--- config.mk ---
export PLATFORM = sky130hd
export DESIGN_NAME = dual_tmr
export DESIGN_NICKNAME = d
export VERILOG_FILES = /design/src/rtl/dual_tmr.sv
export SDC_FILE = /design/constraint.sdc
export NUM_CORES = 1
export LEC_CHECK = 0
export ABC_CLOCK_PERIOD_IN_PS = 8400
export CORE_UTILIZATION = 59
export CTS_CLUSTER_DIAMETER = 40
export DETAILED_ROUTE_END_ITERATION = 10
export PLACE_DENSITY = 0.87
export SYNTH_ARGS = -nofsm -noshare
export SYNTH_HDL_FRONTEND = slang
export SYNTH_SLANG_ARGS = --single-unit
--- constraint.sdc ---
create_clock -name clk -period 8.4 [get_ports clk]
set_clock_uncertainty 0.2 [all_clocks]
set_input_delay 1.68 -clock clk [delete_from_list [all_inputs] [get_ports clk]]
set_output_delay 1.68 -clock clk [all_outputs]
set_load 0.03 [all_outputs]
--- src/rtl/dual_tmr.sv ---
module dual_tmr #(
  parameter int DIV = 12
) (
  input  logic        clk,
  input  logic        rst_n,
  input  logic        wr_en,
  input  logic [2:0]  addr,
  input  logic [7:0]  wdata,
  output logic [7:0]  rdata,
  input  logic [1:0]  cnt_pin,
  input  logic [1:0]  gate_pin,
  input  logic [1:0]  ack,
  output logic [1:0]  ovf,
  output logic [15:0] cnt0,
  output logic [15:0] cnt1
);
  localparam int PW = $clog2(DIV);

  logic [PW-1:0] pre;
  logic [7:0] mode_q, t0l, t0h, t1l, t1h;
  logic [1:0] run_q, ovf_q, pin_prev, fall, ev, ov_evt;
  logic [16:0] s0, s1;
  logic tick, split, hi_inc, inc1;

  function automatic logic [16:0] step(input logic [1:0] m, input logic [7:0] lo,
                                       input logic [7:0] hi, input logic inc);
    logic [12:0] v13;
    logic [16:0] r;
    r   = {1'b0, hi, lo};
    v13 = {hi, lo[4:0]} + 13'd1;
    if (inc) begin
      case (m)
        2'd0:    r = {&{hi, lo[4:0]}, v13[12:5], lo[7:5], v13[4:0]};
        2'd1:    r = {&{hi, lo}, {hi, lo} + 16'd1};
        2'd2:    r = (lo == 8'hFF) ? {1'b1, hi, hi} : {1'b0, hi, lo + 8'd1};
        default: r = {&lo, hi, lo + 8'd1};
      endcase
    end
    return r;
  endfunction

  assign tick  = (pre == PW'(DIV - 1));
  assign fall  = pin_prev & ~cnt_pin;
  assign split = (mode_q[1:0] == 2'd3);

  for (genvar i = 0; i < 2; i++) begin : g_ev
    assign ev[i] = tick & run_q[i] & (~mode_q[4*i+3] | gate_pin[i]) &
                   (mode_q[4*i+2] ? fall[i] : 1'b1);
  end

  assign inc1   = ev[1] & (mode_q[5:4] != 2'd3);
  assign hi_inc = split & tick & run_q[1];
  assign s0     = step(mode_q[1:0], t0l, t0h, ev[0]);
  assign s1     = step(mode_q[5:4], t1l, t1h, inc1);
  assign ov_evt = {split ? (hi_inc & (t0h == 8'hFF)) : s1[16], s0[16]};

  always_ff @(posedge clk or negedge rst_n) begin
    if (!rst_n) begin
      pre      <= '0;
      pin_prev <= '0;
      mode_q   <= '0;
      run_q    <= '0;
      ovf_q    <= '0;
      t0l <= '0; t0h <= '0; t1l <= '0; t1h <= '0;
    end else begin
      pre <= tick ? '0 : pre + PW'(1);
      if (tick) pin_prev <= cnt_pin;
      if (wr_en && addr == 3'd0) mode_q <= wdata;
      if (wr_en && addr == 3'd1) run_q <= wdata[1:0];
      for (int i = 0; i < 2; i++)
        ovf_q[i] <= ov_evt[i] | ((wr_en && addr == 3'd1) ? wdata[2+i] : (ovf_q[i] & ~ack[i]));
      t0l <= (wr_en && addr == 3'd2) ? wdata : s0[7:0];
      t0h <= (wr_en && addr == 3'd3) ? wdata : (split ? t0h + {7'd0, hi_inc} : s0[15:8]);
      t1l <= (wr_en && addr == 3'd4) ? wdata : s1[7:0];
      t1h <= (wr_en && addr == 3'd5) ? wdata : s1[15:8];
    end
  end

  always_comb begin
    case (addr)
      3'd0:    rdata = mode_q;
      3'd1:    rdata = {4'd0, ovf_q, run_q};
      3'd2:    rdata = t0l;
      3'd3:    rdata = t0h;
      3'd4:    rdata = t1l;
      3'd5:    rdata = t1h;
      default: rdata = 8'd0;
    endcase
  end

  assign ovf  = ovf_q;
  assign cnt0 = {t0h, t0l};
  assign cnt1 = {t1h, t1l};
endmodule

# After elaboration in Yosys (flattened, before gate mapping)
# Cells that the tools add are included.
[classes]
add_sub_neg = 8
n_eq_ne = 19
muxes = 18
bitwise = 22
reduce_logical = 25
[op_table]
columns = ["cell", "count"]
rows = [
  ["case mux 17 bit (3 select lines)", 2],
  ["two-way mux 17 bit", 4],
  ["case mux 8 bit (6 select lines)", 1],
  ["two-way mux 8 bit", 5],
  ["adder 16 x 1 -> 16 bit, second input constant", 2],
  ["AND reduction 16 bit", 2],
  ["adder 13 x 1 -> 13 bit, second input constant", 2],
  ["AND reduction 13 bit", 2],
  ["== test 8 bit, second input constant", 3],
  ["adder 8 x 1 -> 8 bit, second input constant", 2],
  ["AND reduction 8 bit", 2],
  ["bitwise AND 1 bit", 12],
  ["adder 8 x 1 -> 8 bit", 1],
  ["inequality test 2 bit, second input constant", 4],
  ["== test 2 bit, second input constant", 3],
  ["== test 3 x 2 -> 1 bit, second input constant", 2],
  ["== test 3 bit, second input constant", 2],
  ["logical AND 1 bit", 6],
  ["AND reduction 3 bit", 2],
  ["nonzero test 2 bit", 3],
  ["nonzero test 3 bit", 2],
  ["two-way mux 1 bit", 5],
  ["adder 4 x 1 -> 4 bit, second input constant", 1],
  ["== test 2 x 1 -> 1 bit, second input constant", 2],
  ["12 further kinds", 20],
]
[totals]
reg_bits = 50
word_cells = 103

# Logic depth before layout (Yosys ltp)
# Gate-level depths: netlist of run 1.
[logic_depth]
depth_word = 8
ltp_mapped = 11
depth_no_buf = 10

# Worst setup path after synthesis of run 1
# No wires, ideal clock.
[synth_path]
path_kind = "input to output"
start = "input addr[0]"
end = "output rdata[4]"
t_arrival_ns = 3.201
slack_ns = 3.319
path_stages = 5
n_path_buf = 2
path_cell_list = "clkbuf_1 -> buf_1 -> nor2_1 -> a22oi_1 -> o21ai_0"
[synth_between]
elab_chain_cells = 2
word_cells_on_any_way = 7
classes_between = "5 x eq/ne; 1 x mux; 1 x reduce/logical"
[synth_rtl]
columns = ["element", "line", "text"]
rows = [
  ["start, declared", "7", "input logic [2:0] addr,"],
  ["== test 3 bit (tied with other cells)", "80", "case (addr)"],
  ["case mux 8 bit (6 select lines) *", "80", ""],
  ["end, declared", "9", "output logic [7:0] rdata,"],
]
# Mark *: on every way between the ends. The rest lies on a longest branch, timed or not.

# Worst setup path in the final report of run 1
[layout_path]
start = "input addr[0]"
end = "output rdata[1]"
# The elaborated chain is that of the path after synthesis.

==> results by group, run 1 <==
Floorplan
  • Die Ht: 84.29 um
  • Die area: about 7100 um2
  • Starting Density: 61.86%
  • Core area: approximately 6500 um2
  • Die X-Extent: 84.29 um
  • Num ports: 62
  • # rows: 29

Detailed routing
  • Number of vias per cell: 7.191
  • Routed len/inst: 21.97 um
  • Detail Route Antenna Nets: 0
  • Drc violations: 10
  • WL final: 13140 um
  • DR vias: 4300
  • Initial DRC count: 508
  • Pre-antenna DRT Iters: 8

Layout
  • Fraction of layout cells with a size suffix above 1: between 6 and 7%
  • Layout area overhead: 17.79%
  • Antenna diode count: 0
  • Layout Nets: 549

Critical path
  • Crit-path cells: clkdlybuf4s50_1 -> and2_0 -> a22oi_1 -> o22a_1 -> o31ai_1 -> clkdlybuf4s50_1
  • Critical path's slowest cell: clkdlybuf4s50_1
  • Worst path arrival time: around 4200 ps
  • Worst setup SP type: input pin
  • Slowest stage delay, CP: 970 ps
  • Critical Path RT: around 6500 ps
  • Critical Path End Type: primary output
  • CP Buf/Inv Count: 2
  • Most common cell on crit path: clkdlybuf4s50_1
  • Worst Path Class, Setup: in2out
  • CP top delay family: buffers and inverters
  • Worst-path fanout max: 17

Clock tree
  • H-tree depth: 2
  • CTS Buffer Depth: 2
  • Inserted Clock Buffers: 5
  • Clk slew on worst S/H paths: approximately 110 ps
  • Hold-fix buffers, CTS: 0
  • Clock sinks: 50
  • Post-CTS Setup Bufs: 0
  • Clk_lat worst skew: roughly 320 ps
  • Root Driver: clkbuf_8
  • CTS tree: done
  • Post_cts resized: 0

Logic synthesis
  • Async set-reset flop share out of synthesis: 100.0%
  • Most frequent cell after synthesis: nand2_1
  • Total of warnings raised by yosys: 0
  • Top FF cell, synth: dfrtp_1
  • Seq cells post-synth: 50
  • Yosys cell types: 69
  • Netlist Area Pre-Place: 3995 um2
  • Cells after Synth: approximately 480
  • Largest area contributor in the netlist: dfrtp_1
  • Syn Area/Cell: between 8 and 9 um2
  • Post-synth EDFFs: 0
  • Register area share after synthesis: a little under a third
  • Syn nets: 510
  • Synth area leaders: dfrtp_1 31%, nand2_1 4.9%, a21oi_1 3.5%
  • Post-synth top area share: 31.32%
  • Top cells by instance count after synthesis: 52 x nand2_1, 50 x dfrtp_1, 37 x nor2_1

Power
  • VDD IR max: 0.0001843 V
  • Power per cell area: 252.4 nW/um2
  • Leak Pwr: ~1.8 nW

Place
  • Port buffer count: 61
  • HPWL Detailed: 9308 um
  • RD Place Congestion: 0.9567
  • Pre-CTS setup slack: between 2000 and 2500 ps

Timing
  • Final hold violations: 0
  • Final setup margin: ~2300 ps
  • Setup TNS: 0 ps
  • Minimum clock period: 6093 ps
  • Least-Margin Pin Slew: around 1100 ps
  • Slew headroom: 27.67%
  • Period utilisation layout: 72.53%
  • Highest clock rate: 164.1 MHz
  • Unrepaired setup endpoints after global routing: no
  • Slew Viols, Final: 0
  • Final setup fails: 0

Global routing
  • Total gr overflow: 0
  • First-pass GRT wire length: ~20000 um
  • Largest net degree at the start of global routing: 51
  • Vias in the first global route: 3930
  • Initial antenna violation count: 0
  • GRT Util Overall: 37.38%

Flow run
  • Max Cap Viol: 0

Hold path
  • Min-delay worst type: reg2reg

Run status
  • Failing checks: design-rule violations
  • Status: finished with violations
## layout by cell type, fill, tap and decap left out, types with 11 or more instances in the layout
| cell | count |
|---|---|
| mux2i_1 | 11 |
| a21oi_1 | 28 |
| nor2_1 | 37 |
| mux2_2 | 11 |
| inv_1 | 13 |
| o21ai_0 | 24 |
| nand3_1 | 16 |
| dfrtp_1 | 50 |
| nor3_1 | 13 |
| xor2_1 | 12 |
| nand2_1 | 52 |
| clkdlybuf4s50_1 | 60 |
| o211ai_1 | 11 |
## layout make-up
cell class,instances,area [um2]
Clock buffer,5,68.82
Clock inverter,3,28.78
Fill cell,509,1753
Inverter,13,48.80
Multi-Input combinational cell,385,2576
Sequential cell,50,1251
Tap cell,77,96.34
Timing Repair Buffer,65,635.6
## cell families (layout without fill, tap and decap cells)
kind of cell / after synthesis / in the layout / share of synthesized area [%]
AND/OR/NAND/NOR: 184 / 184 / 24.30
AO/OA/AOI/OAI: 150 / 150 / 26.81
flip-flops: 50 / 50 / 31.32
buffers and inverters: 46 / 86 / 4.510
multiplexers: 22 / 22 / 5.857
XOR/XNOR: 20 / 20 / 4.385
adder cells (fa/ha/maj): 9 / 9 / 2.819
## registers in the layout, indices dropped and copies added (netlist names)
name	count
t0l	8
pin_prev	2
t1h	8
pre	4
run_q	2
t1l	8
ovf	2
t0h	8
mode_q	8
## routing by layer
layer | track usage [%] | wire (um)
met1 | 53.00 | 5417
met2 | 55.66 | 5514
met3 | 7.571 | 1693
met4 | 15.67 | 515
met5 | 0 | 0
## worst reg2reg max path: cells and delay by family, from the launching register on
family                     cells  cell delay [ps]
adders and majority gates      3             1220
AOI/OAI and AO/OA              3              590
and+or+nand+nor                2              470
DFF                            1              430
xor gates and xnor gates       1              160
## through the flow
step	cells	hold WS, ps	util, %	total power, mW	instance area [um2]
finish	598	271.8	72.86	1.188	4706
global route	598	301.4	72.86	1.235	4706
CTS	598	273.6	72.86	1.170	4706
detailed placement	590	260.0	71.35	1.011	4608
global placement	590	244.4	71.35	0.9983	4608
floorplan	481	231.5	-	0.7782	3995
## final timing paths
kind                       cells after the start       end  slack (ps)      start
min in group asynchronous                      2    t1h[4]        1260      rst_n
hold reg to reg                                1    pre[0]         270     pre[0]
setup / recovery                               6  rdata[1]        2310    addr[0]
setup reg to reg                               9    t0h[4]        5260  mode_q[1]
hold / removal                                 1    pre[0]         270     pre[0]
max in group asynchronous                      2    t0h[4]        6270      rst_n
## power breakdown
part / total [mW] / switching (mW) / internal [mW]
clock: 0.159 / 0.0967 / 0.0627
combinational: 0.560 / 0.324 / 0.236
sequential: 0.468 / 0.168 / 0.300
total: 1.19 / 0.589 / 0.599
No activity file was read; power rests on OpenSTA's default activity.
==> run 2, diff against run 1 <==
ABC_CLOCK_PERIOD_IN_PS = 5600   (was 8400)
CORE_UTILIZATION = 50   (was 59)
PLACE_DENSITY = 0.79   (was 0.87)
clock period = 5.6 ns   (was 8.4 ns; I/O delays follow)
==> run 2 against run 1 <==
Compared with the run above:
- the run now ends clean
- total power increased by 49%
- setup slack got worse by 1500 ps
- register-to-register slack worse by 2700 ps
- sequential cell count stayed put
- non-clock buffer count is 4 higher
- wire length down 0.33%
- die area increased by 18%
- sequential power increased by 49%
- largest power group unchanged
==> results by group, run 2 (synthesis gave the netlist of run 1 again) <==
Power
  • Clock share of power: 13.7% (was 13.4%)
  • Int Pwr: 0.8983 mW (was 0.5989 mW)
  • Sequential power share: 39.3% (was 39.4%)
  • Psw: 0.8730 mW (was 0.5888 mW)
  • VDD IR max: 0.0002663 V (was 0.0001843 V)
  • Switching Fraction: 49.29% (was 49.58%)
  • Leak Pwr: 1.794 nW (was 1.775 nW)
  • Power per cell area: 371.6 nW/um2 (was 252.4 nW/um2)
  • Combinational Power Share: 47.1% (was 47.2%)

Layout
  • Register area: 1251 um2 (unchanged)
  • Fin area: 4767 um2 (was 4706 um2)
  • Layout Nets: 553 (was 549)
  • Final cell count without fillers: 627 (was 598)
  • Fillers: 707 (was 509)
  • Footprint of the multi-input gates: 2576 um2 (unchanged)
  • Fraction of layout cells with a size suffix above 1: 7.429% (was 6.718%)
  • Most frequent cells in the layout: 60 x clkdlybuf4s50_1, 52 x nand2_1, 50 x dfrtp_1, 37 x nor2_1, 28 x a21oi_1 (unchanged)
  • Layout area overhead: 19.32% (was 17.79%)
  • Commonest non-fill, non-tap cell in the layout: clkdlybuf4s50_1 (unchanged)
  • Antenna diode count: 0 (unchanged)

Critical path
  • RR Startpoint: mode_q[1] (unchanged)
  • R2r endpoint: t0h[4] (unchanged)
  • Crit-path cells: clkdlybuf4s50_1 -> buf_4 -> nor2b_1 -> a22oi_1 -> o22a_1 -> o31ai_1 -> clkdlybuf4s50_1 (was clkdlybuf4s50_1 -> and2_0 -> a22oi_1 -> o22a_1 -> o31ai_1 -> clkdlybuf4s50_1)
  • Most common cell on crit path: clkdlybuf4s50_1 (unchanged)
  • Critical Path End Type: primary output (unchanged)
  • R2R depth: 9 (unchanged)
  • Critical Path RT: 4280 ps (was 6520 ps)
  • R2r setup slk: 2530 ps (was 5260 ps)
  • Slowest stage delay, CP: 750 ps (was 970 ps)
  • Worst setup SP type: input pin (unchanged)
  • Worst path arrival time: 3500 ps (was 4210 ps)
  • Worst-path fanout max: 11 (was 17)
  • Worst Path Class, Setup: in2out (unchanged)
  • Critical path's slowest cell: clkdlybuf4s50_1 (unchanged)

Hold path
  • Hold depth: 1 (unchanged)
  • Hold_sp: pre[0] (unchanged)
  • Min-delay worst type: reg2reg (unchanged)
  • Hold Path End: pre[0] (unchanged)

Run status
  • Status: finished clean (was finished with violations)

Detailed routing
  • Initial DRC count: 452 (was 508)
  • Pre-antenna DRT Iters: 5 (was 8)
  • Routed len/inst: 20.89 um (was 21.97 um)
  • WL final: 13100 um (was 13140 um)
  • Number of vias per cell: 6.754 (was 7.191)
  • Drc violations: 0 (was 10)
  • Detail Route Antenna Nets: 0 (unchanged)
  • DR vias: 4235 (was 4300)

Global routing
  • First-pass GRT wire length: 20660 um (was 20570 um)
  • Total gr overflow: 0 (unchanged)
  • Largest net degree at the start of global routing: 51 (unchanged)
  • GRT Util Overall: 31.88% (was 37.38%)
  • Vias in the first global route: 3793 (was 3930)
  • Initial antenna violation count: 0 (unchanged)

Clock tree
  • Root Driver: clkbuf_8 (unchanged)
  • Inserted Clock Buffers: 5 (unchanged)
  • H-tree depth: 2 (unchanged)
  • Clk_lat worst skew: 320 ps (about the same)
  • CTS Buffer Depth: 2 (unchanged)
  • Clock sinks: 50 (unchanged)
  • Hold-fix buffers, CTS: 0 (unchanged)
  • Post_cts resized: 0 (unchanged)
  • CTS tree: done (unchanged)
  • Clk slew on worst S/H paths: 110 ps (about the same)
  • Post-CTS Setup Bufs: 0 (unchanged)

Timing
  • Unrepaired setup endpoints after global routing: no (unchanged)
  • Worst hold slack: 277.8 ps (was 271.8 ps)
  • Least-Margin Pin Slew: 848.0 ps (was 1082 ps)
  • Final setup fails: 0 (unchanged)
  • Final hold violations: 0 (unchanged)
  • Final setup margin: 780.8 ps (was 2307 ps)
  • Highest clock rate: 207.5 MHz
  • Period utilisation layout: ~86%
  • Slew headroom: 43.47% (was 27.67%)
  • Slew Viols, Final: 0 (unchanged)
  • Minimum clock period: 4819 ps
  • Setup TNS: 0 ps (unchanged)

Place
  • HPWL Detailed: 9217 um (was 9308 um)
  • Placed Area: 4669 um2 (was 4608 um2)
  • RD Place Congestion: 0.9772 (was 0.9567)
  • Port buffer count: 61 (unchanged)
  • Dpl cells: 619 (was 590)
  • Pre-CTS setup slack: 825.7 ps (was 2370 ps)

Floorplan
  • Core area: 7727 um2 (was 6459 um2)
  • # rows: 32 (was 29)
  • Starting Density: 51.70% (was 61.86%)
  • Die area: 8351 um2 (was 7105 um2)
  • Die X-Extent: 91.39 um (was 84.29 um)
  • Num ports: 62 (unchanged)
  • Die Ht: 91.39 um (was 84.29 um)

Flow run
  • Max Cap Viol: 0 (unchanged)
## run 2: how the worst max path moves through the flow
stage / from / to / slack, ps / depth (start not counted)
6_report: addr[2] / rdata[1] / 780 / 7
5_1_grt: addr[2] / rdata[1] / 670 / 7
4_1_cts: addr[2] / rdata[1] / 820 / 7
3_5_place_dp: addr[2] / rdata[1] / 830 / 7
3_3_place_gp: addr[2] / rdata[1] / 890 / 7
2_1_floorplan: addr[0] / rdata[4] / 1640 / 5
## run 2: worst max-delay path, delay by kind of cell
family	cells	cell delay, ps
compound gates	3	420
simple gates	1	230
buf+inv	3	1730
## run 2: final cells by class
class / count / share of cell area [%]
repair buffers: 69 / 13.96
well taps: 102 / 2.677
inverters: 13 / 1.024
multi-input cells: 385 / 54.04
flip-flops and latches: 50 / 26.25
clock inverters: 3 / 0.6037
clock buffers: 5 / 1.444
## run 2: metal layers
metal | GRT usage (%) | vias to the layer above | share of wire, % | wire (um)
li1 | - | 1917 | - | -
met2 | 48.62 | 237 | 45 | 5911
met4 | 13.23 | 0 | 3.8 | 499
met3 | 4.858 | 44 | 7.6 | 1000
met1 | 44.88 | 2037 | 43 | 5685
met5 | 0 | - | 0 | 0
## run 2: power groups by stage
| stage | registers (mW) | logic [mW] | clock network, mW |
|---|---|---|---|
| floorplan | 0.709 | 0.458 | 0 |
| global placement | 0.689 | 0.809 | 0 |
| detailed placement | 0.690 | 0.820 | 0 |
| CTS | 0.683 | 0.826 | 0.242 |
| global route | 0.709 | 0.890 | 0.255 |
| finish | 0.695 | 0.833 | 0.243 |
## run 2: per-stage QoR
| stage | power, mW | utilization [%] |
|---|---|---|
| 2_1_floorplan | 1.167 | - |
| 3_3_place_gp | 1.497 | 60.43 |
| 3_5_place_dp | 1.511 | 60.43 |
| 4_1_cts | 1.751 | 61.69 |
| 5_1_grt | 1.853 | 61.69 |
| 6_report | 1.771 | 61.69 |
